### src/rtl/enc_input_cond.sv
module enc_input_cond #(
  parameter int SYNC_STAGES = 2,
  parameter int PRESC_W     = 4,
  parameter int STABLE_CNT  = 3
) (
  input  logic               clk,
  input  logic               rst_n,
  input  logic               raw_a,
  input  logic               raw_b,
  input  logic               raw_idx,
  input  logic               filt_en,
  input  logic [PRESC_W-1:0] presc,
  input  logic               inv_a,
  input  logic               inv_b,
  input  logic               inv_idx,
  input  logic               swap,
  output logic               out_a,
  output logic               out_b,
  output logic               out_idx
);
  localparam int NSIG  = 3;
  localparam int CNT_W = PRESC_W + 1;

  logic [NSIG-1:0]    sync_q [SYNC_STAGES];
  logic [NSIG-1:0]    inv_v, cond, filt_q, outs;
  logic [PRESC_W-1:0] presc_q;
  logic [CNT_W-1:0]   cnt, cnt_end;
  logic               presc_chg, tick;

  always_ff @(posedge clk or negedge rst_n) begin
    if (!rst_n) begin
      for (int s = 0; s < SYNC_STAGES; s++) sync_q[s] <= '0;
    end else begin
      sync_q[0] <= {raw_idx, raw_b, raw_a};
      for (int s = 1; s < SYNC_STAGES; s++) sync_q[s] <= sync_q[s-1];
    end
  end

  assign inv_v = sync_q[SYNC_STAGES-1] ^ {inv_idx, inv_b, inv_a};
  assign cond  = {inv_v[2], swap ? inv_v[0] : inv_v[1], swap ? inv_v[1] : inv_v[0]};

  assign presc_chg = presc != presc_q;
  assign cnt_end   = {1'b0, presc_q} + CNT_W'(1);
  assign tick      = !presc_chg && (cnt == cnt_end);

  always_ff @(posedge clk or negedge rst_n) begin
    if (!rst_n) begin
      presc_q <= '0;
      cnt     <= '0;
    end else if (presc_chg) begin
      presc_q <= presc;
      cnt     <= '0;
    end else if (tick) begin
      cnt     <= '0;
    end else begin
      cnt     <= cnt + CNT_W'(1);
    end
  end

  for (genvar g = 0; g < NSIG; g++) begin : g_filt
    logic [STABLE_CNT-2:0] hist;
    logic [STABLE_CNT-1:0] window;
    logic                  level;
    assign window = {hist, cond[g]};
    always_ff @(posedge clk or negedge rst_n) begin
      if (!rst_n) begin
        hist  <= '0;
        level <= 1'b0;
      end else if (tick) begin
        hist <= window[STABLE_CNT-2:0];
        if (&window)       level <= 1'b1;
        else if (~|window) level <= 1'b0;
      end
    end
    assign filt_q[g] = level;
  end

  assign outs    = filt_en ? filt_q : cond;
  assign out_a   = outs[0];
  assign out_b   = outs[1];
  assign out_idx = outs[2];
endmodule

### config.mk
export PLATFORM = sky130hd
export DESIGN_NAME = enc_input_cond
export DESIGN_NICKNAME = d
export VERILOG_FILES = /design/src/rtl/enc_input_cond.sv
export SDC_FILE = /design/constraint.sdc
export NUM_CORES = 1
export LEC_CHECK = 0
export BUFFER_PORTS_ARGS = -buffer_cell sky130_fd_sc_hd__buf_2
export CAP_MARGIN = 40
export CORE_MARGIN = 1.5
export CORE_UTILIZATION = 49
export CTS_CLUSTER_DIAMETER = 60
export CTS_CLUSTER_SIZE = 8
export DETAILED_ROUTE_END_ITERATION = 16
export PLACE_DENSITY_LB_ADDON = 0.05
export RECOVER_POWER = 50
export REMOVE_ABC_BUFFERS = 1
export SETUP_SLACK_MARGIN = 0.2
export SYNTH_ARGS = -nofsm -noshare
export SYNTH_HDL_FRONTEND = slang
export SYNTH_SLANG_ARGS = --single-unit
### constraint.sdc
create_clock -name clk -period 2.02 [get_ports clk]
set_input_delay 0.303 -clock clk [delete_from_list [all_inputs] [get_ports clk]]
set_output_delay 0.303 -clock clk [all_outputs]
set_load 0.005 [all_outputs]
Yosys cells after proc, flatten, opt, wreduce, memory -nomap -nowiden
Index checks and enable logic that the tools add are counted.
Operators by class
  divide/modulo/power cells: 0
  equal/unequal tests: 5
  magnitude comparators: 0
  reductions and logical operators: 11
  add/subtract/negate cells: 2
  bitwise gates (word level): 1
  $mul: 0
  multiplexer cells: 11
  shift operators: 0
Operators with widths (number)
  $mux 5: 2
  $reduce_and 3->1: 3
  $reduce_or 3->1: 3
  $mux 1: 8
  $ne 2x2->1 const B: 3
  $reduce_and 2->1: 3
  $add 4x1->5 const B: 1
  $add 5x1->5 const B: 1
  $eq 5x5->1: 1
  $ne 4x4->1: 1
  $mux 3: 1
  $xor 3x3->3: 1
  $logic_and 1x1->1: 1
  $logic_not 1->1: 1
Storage, ports and cells
  latch bits: 0
  RAM bits: 0
  logic and storage cells: 40
  ROM bits: 0
  flip-flop bits (word level): 24
  memories kept: 0

Longest topological paths before layout
  depth after elaboration: 5
  gate-level depth with buffers: 6
  depth with buffers taken out: 5

Least setup slack after synthesis
OpenSTA, ideal clock, no wires.
  kind: flip-flop to flip-flop
  start point: register presc_q[0]
  end point: register g_filt[0].hist[1]
  stages on the path, launching flop included: 7
  data arrival time: 2.001 ns
  slack: -0.106 ns
  period minus slack after synthesis: 2.126 ns
  data required time: 1.895 ns
  path buffers: 1
  cells stage by stage: dfrtp_1 -> ha_1 -> xnor2_1 -> o211ai_1 -> or4_4 -> buf_6 -> mux2_4
On the way
  cells in the longest elaborated chain, start to end: 3
  elaborated cells between the ends (all ways): 5
  classes of those cells: 1 x add/sub; 2 x eq/ne; 2 x reduce/logical
Ends and longest elaborated chain
  start: declaration: line 26  | logic [PRESC_W-1:0] presc_q;
  start signal: assignment: line 51  | presc_q <= presc;
  $add 4x1->5 / $ne 4x4->1 (equally long branches): line 43, 42
  $eq 5x5->1 / $logic_not 1->1 (equally long branches): line 44  | assign tick = !presc_chg && (cnt == cnt_end);
  $logic_and 1x1->1 *: line 44
  end signal: assignment: line 70  | hist <= window[STABLE_CNT-2:0];
  end: declaration: line 61  | logic [STABLE_CNT-2:0] hist;
Every way passes the cells marked *; elsewhere a longest branch is shown, timed or not.
A chain may end at the register's enable or synchronous reset.

Worst setup path in the final report
  start point: register presc_q[1]
  end point: register g_filt[1].hist[1]
On the way
  cells in the longest elaborated chain, start to end: 3
  elaborated cells between the ends (all ways): 5
  classes of those cells: 1 x add/sub; 2 x eq/ne; 2 x reduce/logical
Ends and longest elaborated chain (line)
  $add 4x1->5 / $ne 4x4->1 (equally long branches): 43, 42
  $eq 5x5->1 / $logic_not 1->1 (equally long branches): 44
  $logic_and 1x1->1 *: 44
  end signal: assignment: 70
  end: declaration: 61
Marked as above.

==> results_dict.tcl <==
set metrics [dict create \
    reg2regPathDepth 5 \
    grt_remaining_overflow 0 \
    firstDrtPassIters 4 \
    cts_root_buf "clkbuf_4" \
    leakagePower_nw 0.677 \
    setup_slack_ns 0.00108 \
    placed_area_mm2 0.00129 \
    synth_area_leaders "dfrtp_1 (53%), xnor2_1 (7.7%), mux2_2 (5.9%), mux2_4 (4.0%), xor2_1 (3.9%)" \
    yosysMostFrequentCell "dfrtp_1" \
    insertion_delay_ns 0.32 \
    die_area_mm2 0.00262 \
    initial_core_util 0.519 \
    tritoncts "built" \
    cts_buffer_depth 2 \
    max_freq_mhz 495 \
    maxSlewViolCount 0 \
    pwr_density_cell_mw_per_mm2 691 \
    syn2layout_area_growth_pct 35.1 \
    outcome "finished, final reports clean" \
    grt_util_all_layers 0.194 \
    yosys_warnings 0 \
    drive_gt1_frac 0.466 \
    fin_nets 133 \
    yosys.cell_types.count 21 \
    synthTopCellsByCount "dfrtp_1 (24), xnor2_1 (10), nand3_1 (7), mux2_2 (6), xor2_1 (5)" \
    seq_area_frac_synth 0.528 \
    htreeDepth 1 \
    final_util 0.701 \
    hold_viol_final 0 \
    antenna_cells 0 \
    vias 795 \
    cts_buffers 3 \
    critPathCaptureType "flip-flop" \
    io_pins 17 \
    synth_area_mm2 0.00114 \
    coreArea_mm2 0.00219 \
    min_path_cells 1 \
    wl_per_cell_um 15.8 \
    synth-edff-count 0 \
    antenna_left 0 \
    antenna_found_initial 0 \
    place_inst 135 \
    synthFlopType "dfrtp_1" \
    post-dp-hpwl_mm 1.49 \
    post-place-ws_ns -0.0119 \
    crit_arrival_ns 2.24 \
    path_max_fanout 7 \
    slew_headroom 0.154 \
    clkTransAtPathRegs_ns 0.13 \
    period_needed_ns 2.02 \
    die_w_um 51.2 \
    cts_sinks 24 \
    grt_max_degree 25 \
    finalSetupTns_ns 0 \
    grt_pass1_wl_mm 3.58 \
    yosysTopAreaCellShare 0.528 \
    grt_pass1_vias 794 \
    finalNonFillerCells 144 \
    die_y_um 51.2 \
    fin_crit_sh 0.999 \
    rsz0062_at_grt "true" \
    cp_data_required_time_ns 2.24 \
    async_flop_share 1.00 \
    viasPerCell 5.52 \
    yosys.area.top_type "dfrtp_1" \
    drc 0 \
    portBuffers 16 \
    syn_area_per_cell_um2 13.1 \
    fin_area_mm2 0.00154 \
    crit_type "flip-flop to flip-flop" \
    ir_drop_mv 0.662 \
    setup_violations 0 \
    finalWeightedCongestion 0.716 \
    wirelength_mm 2.27 \
    syn_inst 87 \
    fin_skew_ns 0.00364 \
    worst_pin_slew_ns 1.27 \
    nFillCells 162 \
    num_rows 17 \
    cap_violations 0 \
    ys_seq_elements 24 \
    min_path_type "primary input to flip-flop" \
    drt_iter0_drc 6 \
    cp-start-kind "flip-flop" \
]
-- layout by cell type, fill, tap and decap left out, drive strengths merged --
cell         instances
dlygate4sd3          1
nand3                7
and3                 1
xnor2               10
ha                   2
o22a                 1
o41ai                3
mux2                 9
xor3                 1
mux2i                2
o211ai               4
nor4                 1
nor2                 4
nand4                1
dfrtp               24
o31ai                4
and4                 1
xor2                 5
buf                 25
bufinv               1
or4                  1
clkbuf               8
-- area by class of cell --
type                    count  area [um2]  share of cell area
repair buffers             31         209               0.136
well taps                  28        35.0              0.0228
flip-flops and latches     24         601               0.391
clock inverters             1        30.0              0.0195
clock buffers               3        22.5              0.0147
multi-input cells          57         639               0.416
-- critical path, cell delays in order (launching register included) --
cell,delay (ns)
dfrtp_1,0.44
ha_4,0.25
xnor2_1,0.15
o211ai_1,0.21
or4_4,0.53
mux2_4,0.32
-- cells by family after synthesis --
group	Yosys count	synth area share
adders and majority gates	2	0.0220
xor gates and xnor gates	16	0.136
AOI/OAI and AO/OA	12	0.0847
DFF	24	0.528
buffers and inverters	6	0.0330
and+or+nand+nor	16	0.0792
muxes	11	0.117
-- through the flow --
stage	power, W	hold slack [ns]
after floorplan	0.000605	0.00741
after global placement	0.000660	0.315
after detailed placement	0.000665	0.310
after CTS	0.00103	0.0717
after global routing	0.00111	0.0596
final	0.00106	0.0737
-- registers in the layout, summed over array words and instances (netlist names) --
register,count
g_filt.hist,6
presc_q,4
sync_q,6
g_filt.level,3
cnt,5
-- per-layer routing --
layer  wire length [um]  track usage
met2               1270        0.355
met1                892        0.218
met5                  0            0
met4                 53       0.0811
met3                 50       0.0351
-- repair_timing --
item | CTS | global route
endpoints found under the setup margin | 10 | 16
endpoints found under the hold margin | 24 | 0
setup buffers | 2 | 2
gates cloned | 0 | 0
gates resized for setup | 5 | 20
hold buffers | 1 | 0
pin swaps | 6 | 6
-- final timing paths --
path | from | to | slack, ns
worst max-delay path | presc_q[1] | g_filt[1].hist[1] | 0.001
max in group asynchronous | rst_n | g_filt[1].hist[0] | 0.51
worst min-delay path | raw_idx | sync_q[5] | 0.07
worst min register to register | sync_q[4] | sync_q[1] | 0.37
worst max register to register | presc_q[1] | g_filt[1].hist[1] | 0.001
min in group asynchronous | rst_n | presc_q[2] | 0.77
-- report_power, final --
| part | leakage [nW] | internal (W) | switching, W |
|---|---|---|---|
| Combinational | 0.354 | 0.000103 | 0.0000841 |
| Clock | 0.0279 | 0.000201 | 0.000148 |
| Sequential | 0.295 | 0.000505 | 0.0000215 |
| Total | 0.677 | 0.000808 | 0.000253 |
Power figures use the tool's default switching activity.
